`src/rtl/lcd_seq_pkg.sv`:
```
package lcd_seq_pkg;

  // Register numbers decoded by the panel controller
  localparam logic [3:0] REG_MODE    = 4'd0;
  localparam logic [3:0] REG_PITCH   = 4'd1;
  localparam logic [3:0] REG_COLS    = 4'd2;
  localparam logic [3:0] REG_DUTY    = 4'd3;
  localparam logic [3:0] REG_CURLINE = 4'd4;
  localparam logic [3:0] REG_HOME0   = 4'd8;
  localparam logic [3:0] REG_TEXT    = 4'd12;

  localparam int         CFG_WRITES  = 9;
  localparam logic [7:0] TERM_CHAR   = 8'h3D;

  typedef struct packed {
    logic cntClr;
    logic stepAdv;
    logic charAdv;
  } seqStrobe_t;

  typedef struct packed {
    logic delayHit;
    logic cfgDone;
    logic charIsTerm;
  } seqStatus_t;

endpackage

```
`src/rtl/lcd_seq_ctrl.sv`:
```
module lcd_seq_ctrl
  import lcd_seq_pkg::*;
(
  input  logic       clk,
  input  logic       rstN,
  input  logic       wrDone,
  input  seqStatus_t status,
  output seqStrobe_t strobe,
  output logic       panelRstN,
  output logic       wrReq,
  output logic       seqDone
);

  typedef enum logic [2:0] {
    ST_PANEL_LOW,
    ST_SETTLE,
    ST_ISSUE,
    ST_ADVANCE,
    ST_FINISHED
  } seqState_t;

  seqState_t state, nextState;

  always_ff @(posedge clk) begin
    if (!rstN) state <= ST_PANEL_LOW;
    else       state <= nextState;
  end

  always_comb begin
    nextState = state;
    strobe    = '0;
    unique case (state)
      ST_PANEL_LOW: begin
        if (status.delayHit) begin
          strobe.cntClr = 1'b1;
          nextState     = ST_SETTLE;
        end
      end
      ST_SETTLE: begin
        if (status.delayHit) begin
          strobe.cntClr = 1'b1;
          nextState     = ST_ISSUE;
        end
      end
      ST_ISSUE: begin
        strobe.cntClr = 1'b1;
        if (wrDone) begin
          strobe.stepAdv = !status.cfgDone;
          strobe.charAdv = status.cfgDone;
          nextState      = ST_ADVANCE;
        end
      end
      ST_ADVANCE: begin
        strobe.cntClr = 1'b1;
        if (status.cfgDone && status.charIsTerm) nextState = ST_FINISHED;
        else                                     nextState = ST_ISSUE;
      end
      default: begin
        strobe.cntClr = 1'b1;
      end
    endcase
  end

  assign panelRstN = (state != ST_PANEL_LOW);
  assign wrReq     = (state == ST_ISSUE);
  assign seqDone   = (state == ST_FINISHED);

endmodule

```
`src/rtl/lcd_seq_dp.sv`:
```
module lcd_seq_dp
  import lcd_seq_pkg::*;
#(
  parameter int                  DELAY_CYCLES = 65025,
  parameter int                  DISP_W       = 256,
  parameter int                  CHAR_W       = 8,
  parameter int                  CHAR_H       = 8,
  parameter int                  DUTY         = 64,
  parameter int                  CURSOR_LINE  = 8,
  parameter bit                  DISPLAY_ON   = 1'b1,
  parameter bit                  MASTER       = 1'b1,
  parameter bit                  BLINK        = 1'b1,
  parameter bit                  CURSOR_ON    = 1'b1,
  parameter bit                  GRAPHICS     = 1'b0,
  parameter bit                  EXT_CG       = 1'b0,
  parameter int                  MSG_LEN      = 6,
  parameter logic [8*MSG_LEN-1:0] MSG         = "READY="
) (
  input  logic       clk,
  input  logic       rstN,
  input  seqStrobe_t strobe,
  output seqStatus_t status,
  output logic [3:0] wrReg,
  output logic [7:0] wrVal
);

  localparam int CNT_W = $clog2(DELAY_CYCLES + 1);
  localparam int IDX_W = $clog2(MSG_LEN + 1);

  localparam logic [7:0] MODE_VAL  = {2'b00, DISPLAY_ON, MASTER, BLINK, CURSOR_ON, GRAPHICS, EXT_CG};
  localparam logic [7:0] PITCH_VAL = {4'(CHAR_H - 1), 4'(CHAR_W - 1)};
  localparam logic [7:0] COLS_VAL  = 8'(DISP_W / CHAR_W - 1);
  localparam logic [7:0] DUTY_VAL  = 8'(DUTY - 1);
  localparam logic [7:0] CURL_VAL  = 8'(CURSOR_LINE - 1);

  logic [CNT_W-1:0] delayCnt;
  logic [3:0]       stepCnt;
  logic [IDX_W-1:0] charIdx;
  logic [7:0]       romByte [MSG_LEN];
  logic [7:0]       curChar;

  for (genvar i = 0; i < MSG_LEN; i++) begin : g_rom
    assign romByte[i] = MSG[8*(MSG_LEN-1-i) +: 8];
  end

  always_ff @(posedge clk) begin
    if (!rstN || strobe.cntClr) delayCnt <= '0;
    else                        delayCnt <= delayCnt + CNT_W'(1);
  end

  always_ff @(posedge clk) begin
    if (!rstN) begin
      stepCnt <= '0;
      charIdx <= '0;
    end else begin
      if (strobe.stepAdv) stepCnt <= stepCnt + 4'd1;
      if (strobe.charAdv) charIdx <= charIdx + IDX_W'(1);
    end
  end

  // Reading past the end of the message acts as a terminator
  always_comb begin
    curChar = TERM_CHAR;
    for (int i = 0; i < MSG_LEN; i++) begin
      if (charIdx == IDX_W'(i)) curChar = romByte[i];
    end
  end

  always_comb begin
    wrVal = 8'h00;
    unique case (stepCnt)
      4'd0: begin wrReg = REG_MODE;    wrVal = MODE_VAL;  end
      4'd1: begin wrReg = REG_PITCH;   wrVal = PITCH_VAL; end
      4'd2: begin wrReg = REG_COLS;    wrVal = COLS_VAL;  end
      4'd3: begin wrReg = REG_DUTY;    wrVal = DUTY_VAL;  end
      4'd4: begin wrReg = REG_CURLINE; wrVal = CURL_VAL;  end
      4'd5, 4'd6, 4'd7, 4'd8: wrReg = REG_HOME0 + (stepCnt - 4'd5);
      default: begin wrReg = REG_TEXT; wrVal = curChar; end
    endcase
  end

  assign status.delayHit   = (delayCnt == CNT_W'(DELAY_CYCLES - 1));
  assign status.cfgDone    = (stepCnt == 4'(CFG_WRITES));
  assign status.charIsTerm = (curChar == TERM_CHAR);

endmodule

```
`src/rtl/lcd_startup_seq.sv`:
```
module lcd_startup_seq
  import lcd_seq_pkg::*;
#(
  parameter int                  DELAY_CYCLES = 65025,
  parameter int                  DISP_W       = 256,
  parameter int                  CHAR_W       = 8,
  parameter int                  CHAR_H       = 8,
  parameter int                  DUTY         = 64,
  parameter int                  CURSOR_LINE  = 8,
  parameter bit                  DISPLAY_ON   = 1'b1,
  parameter bit                  MASTER       = 1'b1,
  parameter bit                  BLINK        = 1'b1,
  parameter bit                  CURSOR_ON    = 1'b1,
  parameter bit                  GRAPHICS     = 1'b0,
  parameter bit                  EXT_CG       = 1'b0,
  parameter int                  MSG_LEN      = 6,
  parameter logic [8*MSG_LEN-1:0] MSG         = "READY="
) (
  input  logic       clk,
  input  logic       rstN,
  output logic       panelRstN,
  output logic       wrReq,
  output logic [3:0] wrReg,
  output logic [7:0] wrVal,
  input  logic       wrDone,
  output logic       seqDone
);

  seqStrobe_t strobe;
  seqStatus_t status;

  lcd_seq_ctrl u_ctrl (
    .clk       (clk),
    .rstN      (rstN),
    .wrDone    (wrDone),
    .status    (status),
    .strobe    (strobe),
    .panelRstN (panelRstN),
    .wrReq     (wrReq),
    .seqDone   (seqDone)
  );

  lcd_seq_dp #(
    .DELAY_CYCLES (DELAY_CYCLES),
    .DISP_W       (DISP_W),
    .CHAR_W       (CHAR_W),
    .CHAR_H       (CHAR_H),
    .DUTY         (DUTY),
    .CURSOR_LINE  (CURSOR_LINE),
    .DISPLAY_ON   (DISPLAY_ON),
    .MASTER       (MASTER),
    .BLINK        (BLINK),
    .CURSOR_ON    (CURSOR_ON),
    .GRAPHICS     (GRAPHICS),
    .EXT_CG       (EXT_CG),
    .MSG_LEN      (MSG_LEN),
    .MSG          (MSG)
  ) u_dp (
    .clk    (clk),
    .rstN   (rstN),
    .strobe (strobe),
    .status (status),
    .wrReg  (wrReg),
    .wrVal  (wrVal)
  );

endmodule

```
`config.mk`:
```
export PLATFORM = sky130hd
export DESIGN_NAME = lcd_startup_seq
export DESIGN_NICKNAME = d
export VERILOG_FILES = /design/src/rtl/lcd_seq_pkg.sv /design/src/rtl/lcd_seq_ctrl.sv /design/src/rtl/lcd_seq_dp.sv /design/src/rtl/lcd_startup_seq.sv
export SDC_FILE = /design/constraint.sdc
export NUM_CORES = 1
export LEC_CHECK = 0
export ABC_AREA = 1
export BUFFER_PORTS_ARGS = -buffer_cell sky130_fd_sc_hd__buf_2
export CAP_MARGIN = 20
export CORE_AREA = 2 2 74 76
export CTS_CLUSTER_SIZE = 12
export DETAILED_ROUTE_END_ITERATION = 6
export DIE_AREA = 0 0 76 78
export HOLD_SLACK_MARGIN = 0.03
export PLACE_DENSITY = 0.57
export RECOVER_POWER = 50
export SLEW_MARGIN = 20
export SYNTH_ARGS = -nofsm -noshare
export SYNTH_HDL_FRONTEND = slang
export SYNTH_SLANG_ARGS = --single-unit
```
`constraint.sdc`:
```
create_clock -name clk -period 5.6 [get_ports clk]
set_input_delay 1.4 -clock clk [delete_from_list [all_inputs] [get_ports clk]]
set_output_delay 1.4 -clock clk [all_outputs]
set_load 0.005 [all_outputs]
```
==> results of run 1 <==
==> state kept, by name (all words and copies together) (netlist names) <==
signal,flops
u_dp.stepCnt,4
u_ctrl.state,3
u_dp.delayCnt,16
u_dp.charIdx,3
==> critical path, cell delays in order (launching register included) <==
cell	delay, ns
dfxtp_1	0.43
inv_1	0.12
ha_1	0.25
and3_1	0.22
a21oi_4	0.18
nand2_4	0.10
o31ai_2	0.17
buf_2	0.15
==> stage by stage <==
stage / power (mW) / area, µm²
after floorplan: 0.203 / 1730
after global placement: 0.204 / 1870
after detailed placement: 0.205 / 1870
after CTS: 0.361 / 1940
after global routing: 0.370 / 1910
final: 0.355 / 1910
==> cells by family (layout without fill, tap and decap cells) <==
| logic type | Yosys count | in the layout | share of synthesized area (%) |
|---|---|---|---|
| and+or+nand+nor | 114 | 114 | 34.4 |
| other | 1 | 1 | 0.217 |
| AOI/OAI and AO/OA | 44 | 44 | 15.2 |
| xor gates and xnor gates | 4 | 4 | 2.03 |
| adders and majority gates | 11 | 11 | 7.98 |
| buffers and inverters | 43 | 60 | 10.0 |
| DFF | 26 | 26 | 30.2 |
==> layer usage <==
layer	up-vias	routed length [µm]	part of all wire [%]	track usage (%)
met3	2	96	3.0	2.79
li1	814	-	-	-
met2	16	1460	46	19.8
met1	640	1610	50	14.5
met4	0	21	0.66	2.18
met5	-	0	0	0
==> final timing paths <==
check	startpoint	to	slack (ns)	cells after the start
max	u_dp.stepCnt[0]	wrVal[1]	2.31	7
min	u_dp.delayCnt[0]	u_dp.delayCnt[0]	0.50	1
min reg2reg	u_dp.delayCnt[0]	u_dp.delayCnt[0]	0.50	1
max reg2reg	u_dp.delayCnt[0]	u_dp.delayCnt[8]	3.74	8
==> power groups by stage <==
stage	clock [mW]	sequential, mW	combinational [mW]
floorplan	0	0.193	0.00984
global placement	0	0.193	0.0110
detailed placement	0	0.193	0.0113
CTS	0.160	0.189	0.0114
global route	0.169	0.189	0.0122
finish	0.156	0.189	0.0104
==> placed cells by master (no fill, tap or decap), types with 2 or more instances in the layout <==
| cell type | n |
|---|---|
| nand2_2 | 7 |
| nor3_1 | 4 |
| nor3b_1 | 3 |
| nand3_2 | 3 |
| nor2_2 | 6 |
| o21a_1 | 2 |
| buf_2 | 14 |
| a21oi_1 | 16 |
| nor3_2 | 3 |
| nand4_1 | 3 |
| ha_1 | 11 |
| clkbuf_1 | 2 |
| xor2_1 | 3 |
| o21ai_0 | 13 |
| o21ai_2 | 2 |
| nand2_1 | 40 |
| and3_1 | 2 |
| dfxtp_1 | 26 |
| clkbuf_8 | 3 |
| inv_2 | 4 |
| inv_1 | 36 |
| nor2_1 | 28 |
| o21ai_1 | 5 |
| o21bai_1 | 2 |
| nand3_1 | 11 |
==> layout make-up <==
| cell class | instances | share of cell area (%) |
|---|---|---|
| clock buffers | 3 | 2.16 |
| inverters | 40 | 7.85 |
| multi-input cells | 174 | 52.6 |
| repair buffers | 16 | 4.06 |
| flip-flops and latches | 26 | 27.2 |
| clock inverters | 1 | 1.57 |
| well taps | 70 | 4.58 |
==> run_results.csv, run 1 <==
group,metric,value,unit
critical_path,worstPathArrival,1.89,ns
synth,ys_ff_latch,26,
clock_network,h-tree-depth,1,
floorplanning,die_x,76,µm
global_route,grt_overflow,0,
synth,syn_inst,243,
cells_and_area,antenna_cells,0,
pwr,p_int,0.286,mW
pwr,clockPowerShare,43.8,%
critical_path,criticalPathCategory,"flop to primary output",
timing,slew_headroom,57.4,%
place,place_worst_setup_slack,2.63,ns
routing,dr.first_iter.drc_count,45,
timing,whs,0.501,ns
timing,drv_slew,0,
clock_network,cts_tree,"built",
timing,fin_skew,0.00289,ns
global_route,antenna_found_initial,0,
routing,drcViolationCount,0,
critical_path,endpoint_kind,"primary output",
pwr,switching_share,19.4,%
timing,max_freq,304,MHz
synth,yosysSeqAreaShare,30.2,%
synth,syn-mean-instance-area,7.10,µm²
routing,via_per_inst,4.46,
floorplanning,start_util,34.2,%
pwr,peakVddDrop,0.0000862,V
routing,drt-total-wl,3190,µm
clock_network,clk_latency,0.27,ns
synth,ys_top_cells_by_count,"nand2_1, inv_1, nor2_1",
timing,hold_violations,0,
clock_network,clock-sinks,26,
routing,ant_nets,0,
synth,yosys_warnings,0,
synth,synth_most_common_cell,"nand2_1",
timing,finalSetupViolations,0,
routing,via_count,1472,
clock_network,clk_path_buf_depth,2,
timing,tightestPinTransition,0.637,ns
synth,synthDistinctLibCells,36,
synth,synth.area.top_cells,"dfxtp_1, nand2_1, ha_1, inv_1, nor2_1",
routing,wl_per_cell,9.67,µm
floorplanning,die_h,78,µm
place,routabilityCongestion,0.829,
cells_and_area,fin_nets,275,
pwr,p_leak,0.801,nW
timing,fin_tns_setup,0,ns
routing,first_pass_iters,4,
critical_path,crit_required,4.20,ns
place,dp_hpwl,2500,µm
pwr,powerDensity,186,nW/µm²
cells_and_area,layout.cells.non_filler,330,
critical_path,cp-start-kind,"flop",
place,io_buffers,16,
timing,fin_ws,2.31,ns
synth,synth_edf_count,0,
clock_network,post-cts-setup-buffer-count,0,
cells_and_area,final_util,37.9,%
status,status,"complete, no violations",
timing,fin_crit_sh,58.7,%
clock_network,numCtsBuffers,3,
cells_and_area,syn2layout_area_growth,10.8,%
synth,synth-async-reset-ratio,0,%
timing,post-route-min-period,3.29,ns
timing,rsz0062_at_grt,"false",
run,maxCapViolCount,0,
global_route,grt_first_pass_wirelength,5730,µm
clock_network,cts_hold_buffers,0,
critical_path,critPathMaxFanout,7,
cells_and_area,nFillCells,559,
worst_hold_path,hold_class,"flop to flop",
global_route,grt_max_degree,17,
cells_and_area,seq_area,520,µm²
clock_network,root_buffer,"clkbuf_8",
synth,yosys_most_used_dff,"dfxtp_1",
synth,synth_area_leader_cell,"dfxtp_1",
global_route,grt_pass1_vias,1378,
cells_and_area,layout-drive-gt1-share,18.5,%
floorplanning,core,5040,µm²
place,dp_cells,326,
clock_network,ctsResizeCount,0,
pwr,seqPwrFrac,53.3,%
clock_network,clk_pin_slew,0.09,ns
cells_and_area,multi_input_area,1000,µm²
pwr,combinationalPowerShare,2.9,%
synth,syn-cell-area,1730,µm²
floorplanning,row_count,26,
pwr,p_sw,0.0690,mW
global_route,grt_usage,11.4,%
synth,syn_nets,257,
synth,synth.top_cell.area_share,30.2,%
floorplanning,die_area,5930,µm²
floorplanning,io_pins,18,
Note: power is estimated with default switching activity, not from simulation.
==> run 2, diff against run 1 <==
==> constraint.sdc (replaced) <==
create_clock -name clk -period 3.3 [get_ports clk]
set_input_delay 0.825 -clock clk [delete_from_list [all_inputs] [get_ports clk]]
set_output_delay 0.825 -clock clk [all_outputs]
set_load 0.005 [all_outputs]
==> run 2 against run 1 <==
  * Setup slack lost 1.7 ns
  * Non-clock buffer count is the same
  * Count of clock-buffer cells in the layout is the same
  * Wire length is essentially flat
  * Register-to-register slack lost 2.3 ns
  * Critical endpoint unchanged
  * Largest cell class unchanged
  * Largest power group unchanged
  * Highest routed layer unchanged
==> run_results.csv, run 2 (synthesis results as in run 1) <==
group,metric,value,unit
clock_network,clk_pin_slew,0.09,ns
cells_and_area,multi_input_area,1000,µm²
floorplanning,die_x,76,µm
worst_hold_path,hold_class,"flop to flop",
pwr,fin_total_pwr,0.603,mW
clock_network,h-tree-depth,1,
cells_and_area,syn2layout_area_growth,11.0,%
clock_network,post-cts-setup-buffer-count,0,
critical_path,critPathCapture,"wrVal[1]",
pwr,powerDensity,315,nW/µm²
critical_path,crit_chain,"inv_1 -> ha_1 -> and3_1 -> a21oi_4 -> nand2_4 -> o31ai_2 -> buf_2",
place,dp_cells,326,
critical_path,worstPathArrival,1.89,ns
floorplanning,die_h,78,µm
cells_and_area,fin_area,1910,µm²
critical_path,reg2reg_from,"u_dp.delayCnt[0]",
routing,drt-total-wl,3190,µm
critical_path,path_delay_family,"flip-flops",
place,dp_hpwl,2500,µm
timing,max_freq,368,MHz
cells_and_area,most-common-layout-cells,"nand2_1, inv_1, nor2_1",
timing,slew_headroom,57.5,%
cells_and_area,nFillCells,558,
cells_and_area,fin_nets,275,
critical_path,slowest_delay,0.43,ns
cells_and_area,top_regs,"u_dp.delayCnt (16), u_dp.stepCnt (4)",
routing,via_per_inst,4.46,
timing,fin_ws,0.586,ns
routing,wl_per_cell,9.68,µm
floorplanning,io_pins,18,
timing,whs,0.501,ns
cells_and_area,final_util,38.0,%
floorplanning,start_util,34.2,%
clock_network,clk_path_buf_depth,2,
cells_and_area,regMostFlops,"u_dp.delayCnt",
global_route,grt_usage,11.4,%
global_route,grt_overflow,0,
critical_path,cp-start-kind,"flop",
routing,dr.first_iter.drc_count,45,
clock_network,root_buffer,"clkbuf_8",
routing,ant_nets,0,
critical_path,critPathMaxFanout,7,
clock_network,cts_hold_buffers,0,
place,routabilityCongestion,0.829,
cells_and_area,seq_area,520,µm²
place,placed_area,1870,µm²
global_route,grt_max_degree,17,
timing,post-route-min-period,2.71,ns
global_route,grt_first_pass_wirelength,5730,µm
cells_and_area,antenna_cells,0,
timing,finalSetupViolations,0,
critical_path,critPathBufInv,2,
place,place_worst_setup_slack,0.907,ns
timing,rsz0062_at_grt,"false",
clock_network,numCtsBuffers,3,
pwr,p_leak,0.806,nW
critical_path,crit_start,"u_dp.stepCnt[0]",
run,maxCapViolCount,0,
worst_hold_path,hp-start,"u_dp.delayCnt[0]",
clock_network,clk_latency,0.27,ns
cells_and_area,layout_commonest_cell,"nand2_1",
floorplanning,core,5040,µm²
timing,drv_slew,0,
critical_path,ff2ff_path_depth,8,
floorplanning,row_count,26,
critical_path,criticalPathCategory,"flop to primary output",
status,status,"complete, no violations",
global_route,grt_pass1_vias,1378,
critical_path,r2r_setup_slack,1.44,ns
timing,hold_violations,0,
critical_path,crit_required,2.47,ns
timing,fin_tns_setup,0,ns
clock_network,cts_tree,"built",
place,io_buffers,16,
critical_path,rr_endpoint,"u_dp.delayCnt[8]",
pwr,peakVddDrop,0.000146,V
routing,via_count,1472,
cells_and_area,layout.cells.non_filler,330,
critical_path,cp_num_cells,7,
timing,fin_skew,0.00289,ns
routing,drcViolationCount,0,
cells_and_area,largest_register_ffs,16,
clock_network,clock-sinks,26,
cells_and_area,layout-drive-gt1-share,19.2,%
critical_path,crit_slowest_cell,"dfxtp_1",
timing,tightestPinTransition,0.636,ns
critical_path,endpoint_kind,"primary output",
timing,fin_crit_sh,82.3,%
clock_network,ctsResizeCount,0,
global_route,antenna_found_initial,0,
routing,first_pass_iters,4,
floorplanning,die_area,5930,µm²
-- run 2: worst min path at each step --
stage	slack, ns	end	cells after the start
6_report	0.50	u_dp.delayCnt[0]	1
5_1_grt	0.53	u_dp.delayCnt[0]	1
4_1_cts	0.51	u_dp.delayCnt[0]	1
3_5_place_dp	0.48	u_dp.delayCnt[0]	1
3_3_place_gp	0.47	u_dp.delayCnt[0]	1
2_1_floorplan	0.45	u_dp.delayCnt[0]	1
-- run 2: where the power goes --
group | internal, mW | leakage [nW] | switching [mW]
registers | 0.317 | 0.210 | 0.00398
logic | 0.00650 | 0.560 | 0.0114
clock network | 0.162 | 0.0357 | 0.102
total | 0.485 | 0.806 | 0.117
-- run 2: routing by layer --
| layer | share of wire [%] | global-route usage (%) | vias to the layer above |
|---|---|---|---|
| met1 | 50 | 14.5 | 640 |
| met3 | 3.0 | 2.79 | 2 |
| met4 | 0.66 | 2.18 | 0 |
| met5 | 0 | 0 | - |
| li1 | - | - | 814 |
| met2 | 46 | 19.8 | 16 |
-- run 2: final cells by class --
type	count	share of cell area (%)
Multi-Input combinational cell	174	52.5
Clock buffer	3	2.16
Clock inverter	1	1.57
Sequential cell	26	27.2
Timing Repair Buffer	16	4.18
Inverter	40	7.84
Tap cell	70	4.58
-- run 2: worst register-to-register path, cell delays in order, from the launching register on --
cell and delay, ns:
dfxtp_1 0.43, inv_1 0.07, ha_1 0.20, nand3_1 0.09, nor2_1 0.05, nand2_2 0.06, nand3_1 0.44, o21bai_1 0.34
a21oi_1 0.12
